**config.mk**
```make
export PLATFORM = sky130hd
export DESIGN_NAME = pcm_tx_slot_serializer
export DESIGN_NICKNAME = d
export VERILOG_FILES = /design/src/rtl/pcm_tx_pkg.sv /design/src/rtl/pcm_tx_bit_clock.sv /design/src/rtl/pcm_tx_word_buffer.sv /design/src/rtl/pcm_tx_slot_shifter.sv /design/src/rtl/pcm_tx_fs_watch.sv /design/src/rtl/pcm_tx_slot_serializer.sv
export SDC_FILE = /design/constraint.sdc
export NUM_CORES = 1
export LEC_CHECK = 0
export ABC_AREA = 1
export ABC_CLOCK_PERIOD_IN_PS = 1800
export BUFFER_PORTS_ARGS = -buffer_cell sky130_fd_sc_hd__buf_4
export CAP_MARGIN = 5
export CORE_MARGIN = 1.5
export CORE_UTILIZATION = 35
export DETAILED_ROUTE_END_ITERATION = 12
export HOLD_SLACK_MARGIN = 0.02
export PLACE_DENSITY = 0.57
export SYNTH_ARGS = -nofsm -noshare
export SYNTH_HDL_FRONTEND = slang
export SYNTH_SLANG_ARGS = --single-unit
```
**constraint.sdc**
```tcl
create_clock -name clk -period 1.8 [get_ports clk]
set_input_delay 0.18 -clock clk [delete_from_list [all_inputs] [get_ports clk]]
set_output_delay 0.18 -clock clk [all_outputs]
set_load 0.01 [all_outputs]
```
**src/rtl/pcm_tx_pkg.sv**
```systemverilog
package pcm_tx_pkg;
  typedef enum logic {
    RATE_FIXED    = 1'b0,
    RATE_VARIABLE = 1'b1
  } rate_e;
endpackage

```
**src/rtl/pcm_tx_bit_clock.sv**
```systemverilog
module pcm_tx_bit_clock
  import pcm_tx_pkg::*;
#(
  parameter int SYNC_STAGES = 2
) (
  input  logic  clk,
  input  logic  rst_n,
  input  rate_e rate,
  input  logic  dclk_ext,
  output logic  tick
);
  // sync_q[SYNC_STAGES] is the extra stage used for edge detection
  logic [SYNC_STAGES:0] sync_q;
  logic                 var_tick;

  generate
    for (genvar g = 0; g <= SYNC_STAGES; g++) begin : g_sync
      if (g == 0) begin : g_first
        always_ff @(posedge clk or negedge rst_n)
          if (!rst_n) sync_q[0] <= 1'b0;
          else        sync_q[0] <= dclk_ext;
      end else begin : g_next
        always_ff @(posedge clk or negedge rst_n)
          if (!rst_n) sync_q[g] <= 1'b0;
          else        sync_q[g] <= sync_q[g-1];
      end
    end
  endgenerate

  assign var_tick = sync_q[SYNC_STAGES-1] & ~sync_q[SYNC_STAGES];
  assign tick     = (rate == RATE_FIXED) ? 1'b1 : var_tick;

  // an external edge yields a single tick, never two in a row
  p_var_tick_single_r3: assert property (@(posedge clk) disable iff (!rst_n)
    (rate == RATE_VARIABLE && tick) |=> (!tick || rate == RATE_FIXED));
endmodule

```
**src/rtl/pcm_tx_word_buffer.sv**
```systemverilog
module pcm_tx_word_buffer #(
  parameter int WORD_W = 8
) (
  input  logic              clk,
  input  logic              rst_n,
  input  logic [WORD_W-1:0] in_data,
  input  logic              in_valid,
  output logic              in_ready,
  input  logic              take,
  output logic [WORD_W-1:0] word_out
);
  logic [WORD_W-1:0] hold_q, last_q;
  logic              full_q;
  logic              accept;

  assign in_ready = ~full_q;
  assign accept   = in_valid & ~full_q;
  assign word_out = full_q ? hold_q : last_q;

  always_ff @(posedge clk or negedge rst_n) begin
    if (!rst_n) begin
      hold_q <= '0;
      last_q <= '0;
      full_q <= 1'b0;
    end else begin
      if (accept) begin
        hold_q <= in_data;
        full_q <= 1'b1;
      end else if (take) begin
        full_q <= 1'b0;
      end
      if (take) last_q <= word_out;
    end
  end

  // a stored word stays put until a timeslot consumes it
  p_hold_kept_r8: assert property (@(posedge clk) disable iff (!rst_n)
    (full_q && !take) |=> (full_q && $stable(hold_q)));
  // a stalled offer does not disturb the stored word
  p_no_accept_full_r8: assert property (@(posedge clk) disable iff (!rst_n)
    (in_valid && !in_ready && !take) |=> $stable(hold_q));
endmodule

```
**src/rtl/pcm_tx_slot_shifter.sv**
```systemverilog
module pcm_tx_slot_shifter
  import pcm_tx_pkg::*;
#(
  parameter int WORD_W = 8
) (
  input  logic              clk,
  input  logic              rst_n,
  input  logic              tick,
  input  rate_e             rate,
  input  logic              alaw_sel,
  input  logic              fs,
  input  logic              sig_in,
  input  logic              standby,
  input  logic [WORD_W-1:0] word_in,
  output logic              take,
  output logic              active,
  output logic              bit_q
);
  localparam int CW = (WORD_W > 2) ? $clog2(WORD_W) : 1;
  localparam logic [CW-1:0] LAST = CW'(WORD_W - 1);

  logic [WORD_W-1:0] word_q;
  logic [CW-1:0]     cnt_q, nxt_cnt, nxt_idx;
  logic              fs_prev_q, sig_q, sigfr_q, sigfr_now, nxt_bit, rise;

  assign rise      = fs & ~fs_prev_q;
  assign take      = tick & ~active & rise;
  assign nxt_cnt   = cnt_q + 1'b1;
  assign nxt_idx   = LAST - nxt_cnt;
  assign sigfr_now = sigfr_q | (cnt_q == '0 && rate == RATE_FIXED && fs);
  assign nxt_bit   = (nxt_cnt == LAST && sigfr_now && !alaw_sel) ? sig_q
                                                                 : word_q[nxt_idx];

  always_ff @(posedge clk or negedge rst_n) begin
    if (!rst_n) begin
      fs_prev_q <= 1'b0;
      active    <= 1'b0;
      cnt_q     <= '0;
      word_q    <= '0;
      sig_q     <= 1'b0;
      sigfr_q   <= 1'b0;
      bit_q     <= 1'b0;
    end else begin
      if (tick) fs_prev_q <= fs;
      if (active && standby) begin
        active <= 1'b0;
      end else if (take) begin
        word_q  <= word_in;
        active  <= 1'b1;
        cnt_q   <= '0;
        sig_q   <= sig_in;
        sigfr_q <= 1'b0;
        bit_q   <= word_in[WORD_W-1];
      end else if (tick && active) begin
        if ((rate == RATE_VARIABLE && !fs) || cnt_q == LAST) begin
          active <= 1'b0;
        end else begin
          cnt_q <= nxt_cnt;
          bit_q <= nxt_bit;
          if (cnt_q == '0 && rate == RATE_FIXED && fs) sigfr_q <= 1'b1;
        end
      end
    end
  end

  // the first bit of a timeslot is the word's top bit
  p_msb_first_r2: assert property (@(posedge clk) disable iff (!rst_n)
    $rose(active) |-> (bit_q == $past(word_in[WORD_W-1])));
  // variable-rate frames are never marked as signalling frames
  p_no_sig_variable_r6: assert property (@(posedge clk) disable iff (!rst_n)
    (rate == RATE_VARIABLE && active && $stable(rate)) |=> !$rose(sigfr_q));
endmodule

```
**src/rtl/pcm_tx_fs_watch.sv**
```systemverilog
module pcm_tx_fs_watch #(
  parameter int LOSS_CYCLES = 240000
) (
  input  logic clk,
  input  logic rst_n,
  input  logic fs,
  output logic standby
);
  localparam int LW = $clog2(LOSS_CYCLES + 1);
  localparam logic [LW-1:0] LIMIT = LW'(LOSS_CYCLES - 1);

  logic [LW-1:0] low_cnt_q;

  always_ff @(posedge clk or negedge rst_n) begin
    if (!rst_n) begin
      low_cnt_q <= '0;
      standby   <= 1'b0;
    end else if (fs) begin
      low_cnt_q <= '0;
      standby   <= 1'b0;
    end else if (low_cnt_q == LIMIT) begin
      standby   <= 1'b1;
    end else begin
      low_cnt_q <= low_cnt_q + 1'b1;
    end
  end

  // a high frame sync always leaves standby at the next edge
  p_standby_clear_r10: assert property (@(posedge clk) disable iff (!rst_n)
    fs |=> !standby);
endmodule

```
**src/rtl/pcm_tx_slot_serializer.sv**
```systemverilog
module pcm_tx_slot_serializer
  import pcm_tx_pkg::*;
#(
  parameter int WORD_W      = 8,
  parameter int SYNC_STAGES = 2,
  parameter int LOSS_CYCLES = 240000
) (
  input  logic              clk,
  input  logic              rst_n,
  input  logic              rate_sel,
  input  logic              alaw_sel,
  input  logic              dclk_ext,
  input  logic              fs,
  input  logic              sig_in,
  input  logic [WORD_W-1:0] word_data,
  input  logic              word_valid,
  output logic              word_ready,
  output logic              dx,
  output logic              dx_oe,
  output logic              ts_strobe,
  output logic              standby
);
  rate_e             rate;
  logic              tick, take, active, bit_q;
  logic [WORD_W-1:0] word_next;

  assign rate = rate_e'(rate_sel);

  pcm_tx_bit_clock #(.SYNC_STAGES(SYNC_STAGES)) u_clk (
    .clk(clk), .rst_n(rst_n), .rate(rate), .dclk_ext(dclk_ext), .tick(tick));

  pcm_tx_word_buffer #(.WORD_W(WORD_W)) u_buf (
    .clk(clk), .rst_n(rst_n), .in_data(word_data), .in_valid(word_valid),
    .in_ready(word_ready), .take(take), .word_out(word_next));

  pcm_tx_slot_shifter #(.WORD_W(WORD_W)) u_shift (
    .clk(clk), .rst_n(rst_n), .tick(tick), .rate(rate), .alaw_sel(alaw_sel),
    .fs(fs), .sig_in(sig_in), .standby(standby), .word_in(word_next),
    .take(take), .active(active), .bit_q(bit_q));

  pcm_tx_fs_watch #(.LOSS_CYCLES(LOSS_CYCLES)) u_watch (
    .clk(clk), .rst_n(rst_n), .fs(fs), .standby(standby));

  assign dx_oe     = active & ~standby;
  assign dx        = dx_oe & bit_q;
  assign ts_strobe = dx_oe & (rate == RATE_FIXED);

  // the line is never driven in standby
  p_oe_off_standby_r10: assert property (@(posedge clk) disable iff (!rst_n)
    standby |-> !dx_oe);
  // the strobe appears only in fixed mode, and only with the enable
  p_strobe_fixed_r7: assert property (@(posedge clk) disable iff (!rst_n)
    ts_strobe |-> (dx_oe && rate == RATE_FIXED));
  // nothing is driven outside a timeslot
  p_dx_quiet_r7: assert property (@(posedge clk) disable iff (!rst_n)
    !dx_oe |-> !dx);
endmodule

```
==> run_results.csv, run 1 <==
group,metric,value,unit
setup_path,crit_end,"u_shift.bit_q",
timing,worst-slew-pin-transition,0.694,ns
setup_path,cp-end-kind,"flip-flop",
cts,clkTransAtPathRegs,0.11,ns
route,wl_met3,175,um
yosys,synth_fa_ha_area_frac,0.0231,
setup_path,path_max_fanout,7,
power_and_ir_drop,sw_frac_of_total,0.349,
route,drc,0,
route,routedWlPerCell,11.5,um
setup_path,rrSetupSlack,0.16,ns
route,wl_met2,2.27,mm
hold_path,hold_class,"in2reg",
global_routing,grt_pass1_wl,9.63,mm
yosys,syn_area,2710,um2
yosys,ys_seq_area_frac,0.507,
yosys,ys_warn_count,0,
yosys,synthFlopType,"dfrtp_1",
placed_design,post-dp-hpwl,3.77,mm
global_routing,grt_max_degree,56,
cts,postCtsHoldBufs,2,
power_and_ir_drop,p_per_area,1170,nW/um2
timing,post-route-period-util,0.912,
timing,fin_skew,0.0106,ns
final_layout,n_antenna_cell,0,
floorplanning,fp-row-count,31,
yosys,synthMuxAreaShare,0.0373,
floorplanning,die_x,91.1,um
setup_path,critPathLaunchType,"flip-flop",
floorplanning,initial_core_util,0.368,
yosys,synth.distinct_cells,30,
power_and_ir_drop,power,3.64,mW
cts,clk_path_buf_depth,2,
yosys,synth_xor_area_frac,0.00323,
yosys,synth_compound_area_frac,0.0701,
setup_path,r2r-start,"u_shift.cnt_q[0]",
yosys,yosys.area_share.simple,0.290,
cts,cts_resized,0,
timing,rsz0062_at_grt,"no",
yosys,synth_top_cell_area_share,0.507,
floorplanning,core_area,7370,um2
outcome,status,"finished clean",
route,routed_wl,5.23,mm
power_and_ir_drop,p_seq_frac,0.482,
cts,cts_setup_buffers,0,
timing,setup_tns,0,ns
timing,clock.fmax,609,MHz
yosys,syn_avg_cell_area,8.32,um2
global_routing,track_usage,0.143,
cts,cts.sinks,55,
route,routed.top_layer,"met4",
yosys,synth_edf_count,0,
setup_path,path_class,"reg2reg",
cts,cts_buffers,5,
final_layout,drive_gt1_frac,0.169,
setup_path,r2r_end,"u_shift.bit_q",
final_layout,fin_nets,374,
yosys,synth_top_family_by_area,"simple AND/OR/NAND/NOR gates",
power_and_ir_drop,pwr-share-clk,0.202,
yosys,yosys.area.top_type,"dfrtp_1",
job,maxCapViolations,0,
route,ant_nets,0,
yosys,yosysMostFrequentCell,"nand2_1",
yosys,syn-num-nets,347,
route,dr.first_iter.drc_count,123,
cts,cts.htree.levels,2,
placed_design,port-buffer-count,20,
power_and_ir_drop,power.leakage,1.52,nW
timing,slew_violations,0,
route,wl_met1,2.71,mm
yosys,ys_top_cells_by_area,"dfrtp_1, nand2_1, inv_1",
power_and_ir_drop,combPwrFrac,0.316,
setup_path,crit_path_start,"u_shift.cnt_q[0]",
power_and_ir_drop,ir_drop,0.662,mV
timing,slew_headroom,0.538,
placed_design,place_congestion,0.835,
yosys,synthTopCellsByCount,"nand2_1, dfrtp_1, inv_1",
final_layout,syn_to_final_growth,14.3,%
global_routing,gr-total-overflow,0,
yosys,synthCells,326,
setup_path,cp_data_required_time,2.01,ns
yosys,ys_ff_latch,55,
floorplanning,dieArea,8290,um2
timing,setup_violations,0,
timing,min_period,1.64,ns
route,vias_per_cell,4.58,
timing,final_hold_viol_count,0,
route,drt-pass1-iter-count,4,
cts,cts_tree,"done",
cts,cts-root-buf,"clkbuf_8",
route,vias,2073,
setup_path,reg2regPathDepth,8,
floorplanning,ios,21,
power_and_ir_drop,p_sw,1.27,mW
yosys,async_flop_share,1.00,
floorplanning,die_h,91.1,um
setup_path,cp.arrival,1.85,ns
cts,clk_latency,0.32,ns
global_routing,grt_pass1_vias,2181,
power_and_ir_drop,p_int,2.37,mW
global_routing,antenna_found_initial,0,
metrics by stage:
| stage | hold slack (ns) | cell area, um2 | std cells | setup slack [ns] | utilization |
|---|---|---|---|---|---|
| 3_5_place_dp | 0.280 | 2980 | 443 | 0.195 | 0.405 |
| 4_1_cts | 0.0487 | 3100 | 453 | 0.159 | 0.421 |
| 3_3_place_gp | 0.280 | 2980 | 443 | 0.245 | 0.405 |
| 5_1_grt | 0.0592 | 3100 | 453 | 0.0207 | 0.421 |
| 2_1_floorplan | -0.116 | 2710 | 326 | 0.317 | - |
| 6_report | 0.0502 | 3100 | 453 | 0.158 | 0.421 |
sequential cells by signal, indices dropped and copies added (netlist names), 3 cells and up:
signal             count
u_buf.hold_q           8
u_buf.last_q           8
u_clk.sync_q           3
u_shift.cnt_q          3
u_shift.word_q         8
u_watch.low_cnt_q     18
worst max-delay path, cell delays in order (launching register included):
cell	delay [ns]
dfrtp_1	0.46
ha_1	0.23
ha_1	0.19
a21oi_2	0.13
nand3_1	0.16
nand2_2	0.15
nand2_1	0.07
nor2_1	0.08
a21oi_1	0.06
layout make-up:
type	instances	area, um2
clock buffer	5	68.8
clock inverter	3	28.8
fill	731	4270
inverter	41	154
multi-input combinational	224	1150
sequential	55	1380
tap	99	124
timing repair buffer	26	200
worst min path at each step:
stage,start,to,cells past startpoint
global route,fs,u_watch.standby,2
global placement,rst_n,u_watch.low_cnt_q[11],1
CTS,sig_in,u_shift.sig_q,3
floorplan,rst_n,u_buf.full_q,0
detailed placement,rst_n,u_watch.low_cnt_q[11],1
finish,sig_in,u_shift.sig_q,3
cells in the final DEF, fill, tap and decap left out, drive strengths merged, types with 6 or more instances in the layout:
cell type / Yosys / final
buf: 5 / 24
mux2: 9 / 9
dfrtp: 55 / 55
o21ai: 24 / 24
nand3: 27 / 27
nor3: 9 / 9
nand2: 100 / 100
nor2: 29 / 29
inv: 41 / 42
nand4: 6 / 6
a21oi: 7 / 7
per-layer routing:
layer,vias to the layer above,global-route usage
met1,937,0.190
met5,-,0
met4,0,0.0521
met3,6,0.0293
li1,1094,-
met2,36,0.231
power groups by stage:
stage / clock network [mW] / registers, mW / logic [mW]
floorplan: 0 / 1.74 / 0.839
global placement: 0 / 1.78 / 1.12
detailed placement: 0 / 1.78 / 1.14
CTS: 0.762 / 1.76 / 1.16
global route: 0.819 / 1.81 / 1.34
finish: 0.735 / 1.76 / 1.15
kinds of logic after synthesis:
logic type,after synthesis
xor gates and xnor gates,1
buffers and inverters,47
muxes,9
adders and majority gates,5
and+or+nand+nor,174
AOI/OAI and AO/OA,35
DFF,55
Power figures use the tool's default switching activity.
==> run 2: changes to the inputs <==
Settings changed: CORE_ASPECT_RATIO from default to 2, CTS_BUF_LIST from default to sky130_fd_sc_hd__clkbuf_16.
==> run 2 against run 1 <==
Compared with the run above:
- non-clock buffer count increased by 2
- first-iteration DRC count increased by 17%
- clock skew up 0.0019 ns
- critical path depth stayed put
- sequential share of layout area decreased by 1.2 points
- largest power group unchanged
- cell area grew 2.8%
- power is 10% higher
- die area grew 0.39%
==> run_results.csv, run 2 (synthesized netlist as in run 1, its figures left out) <==
group,metric,value,unit
final_layout,final_util,0.423,
placed_design,place_congestion,0.832,
timing,slew_headroom,0.531,
power_and_ir_drop,p_per_area,1260,nW/um2
route,routed_wl,5.87,mm
setup_path,cp-end-kind,"flip-flop",
route,drc,0,
final_layout,syn_to_final_growth,17.5,%
global_routing,track_usage,0.155,
cts,clkTransAtPathRegs,0.07,ns
global_routing,gr-total-overflow,0,
cts,cts_resized,0,
timing,min_period,1.65,ns
timing,setup_violations,0,
cts,cts_tree,"done",
timing,worst-slew-pin-transition,0.704,ns
timing,setup_tns,0,ns
timing,slew_violations,0,
cts,cts.sinks,55,
setup_path,path_class,"reg2reg",
cts,cts_setup_buffers,0,
route,routedWlPerCell,13.0,um
floorplanning,fp-row-count,45,
cts,postCtsHoldBufs,2,
setup_path,r2r_end,"u_shift.bit_q",
placed_design,place_area,3010,um2
floorplanning,die_x,65.3,um
floorplanning,dieArea,8320,um2
final_layout,most-common-layout-cells,"nand2_1, dfrtp_1, inv_1",
setup_path,rrSetupSlack,0.15,ns
setup_path,critPathLaunchType,"flip-flop",
setup_path,reg2regPathDepth,8,
final_layout,n_antenna_cell,0,
setup_path,cp_data_required_time,1.98,ns
power_and_ir_drop,power,4.01,mW
final_layout,final_common_cell,"nand2_1",
cts,clk_path_buf_depth,2,
global_routing,grt_pass1_wl,9.85,mm
route,vias_per_cell,4.80,
setup_path,r2r-start,"u_shift.cnt_q[0]",
final_layout,fillers,788,
timing,clock.fmax,606,MHz
cts,cts_buffers,5,
cts,clk_latency,0.30,ns
hold_path,hold_class,"in2reg",
placed_design,placement.setup.worst_slack,0.159,ns
route,drt-pass1-iter-count,4,
placed_design,post-dp-hpwl,4.49,mm
timing,rsz0062_at_grt,"no",
cts,cts.htree.levels,2,
final_layout,fin_area,3190,um2
final_layout,largest_reg_flops,18,
global_routing,antenna_found_initial,0,
power_and_ir_drop,power.leakage,1.56,nW
setup_path,crit_path_start,"u_shift.cnt_q[0]",
timing,worst_slack,0.149,ns
setup_path,path_max_fanout,7,
timing,post-route-period-util,0.917,
power_and_ir_drop,ir_drop,1.30,mV
global_routing,grt_max_degree,56,
route,dr.first_iter.drc_count,144,
job,maxCapViolations,0,
placed_design,port-buffer-count,20,
hold_path,whs_path_depth,3,
final_layout,fin_nets,376,
route,ant_nets,0,
cts,cts-root-buf,"clkbuf_16",
route,vias,2158,
floorplanning,die_h,128,um
setup_path,crit_end,"u_shift.bit_q",
final_layout,drive_gt1_frac,0.171,
timing,fin_skew,0.0126,ns
setup_path,cp.arrival,1.83,ns
outcome,status,"finished clean",
timing,final_hold_viol_count,0,
final_layout,regMostFlops,"u_watch.low_cnt_q",
floorplanning,core_area,7540,um2
floorplanning,ios,21,
global_routing,grt_pass1_vias,2148,
floorplanning,initial_core_util,0.360,
[run 2: cell count changes in the layout (fill, tap and decap cells not counted), sizes merged]
cell and change:
inv -1, bufinv +1, buf +2
[run 2: layout make-up]
| class | instances | area [um2] | share of cell area |
|---|---|---|---|
| Sequential cell | 55 | 1380 | 0.432 |
| Clock buffer | 5 | 125 | 0.0392 |
| Timing Repair Buffer | 28 | 228 | 0.0714 |
| Tap cell | 94 | 118 | 0.0369 |
| Clock inverter | 3 | 38.8 | 0.0122 |
| Multi-Input combinational cell | 224 | 1150 | 0.361 |
| Inverter | 41 | 154 | 0.0483 |
[run 2: per-layer routing]
layer  wire [um]  share of wire  GRT usage
met2        3350           0.57      0.303
met1        2220           0.38      0.155
met5           0              0          0
met3         171          0.029     0.0308
met4         127          0.022     0.0564
[run 2: stage by stage]
step / instances / hold WS [ns]
floorplan: 326 / -0.116
global placement: 440 / 0.282
detailed placement: 440 / 0.284
CTS: 450 / 0.0854
global route: 450 / 0.0975
finish: 450 / 0.0849
[run 2: worst max-delay path, stage by stage, from the launching register on]
cell and delay (ns):
dfrtp_1 0.45, ha_1 0.23, ha_1 0.18, a21oi_2 0.11
nand3_1 0.17, nand2_2 0.16, nand2_1 0.07, nor2_1 0.08
a21oi_1 0.07
[run 2: worst min path at each step]
stage	startpoint	end
floorplan	rst_n	u_buf.full_q
global placement	rst_n	u_watch.low_cnt_q[14]
detailed placement	rst_n	u_watch.low_cnt_q[14]
CTS	sig_in	u_shift.sig_q
global route	sig_in	u_shift.sig_q
finish	sig_in	u_shift.sig_q
[run 2: power breakdown]
part           leakage, nW  internal (mW)  switching [mW]
logic                0.776          0.502           0.667
registers            0.706           1.58           0.165
clock network       0.0812          0.650           0.443
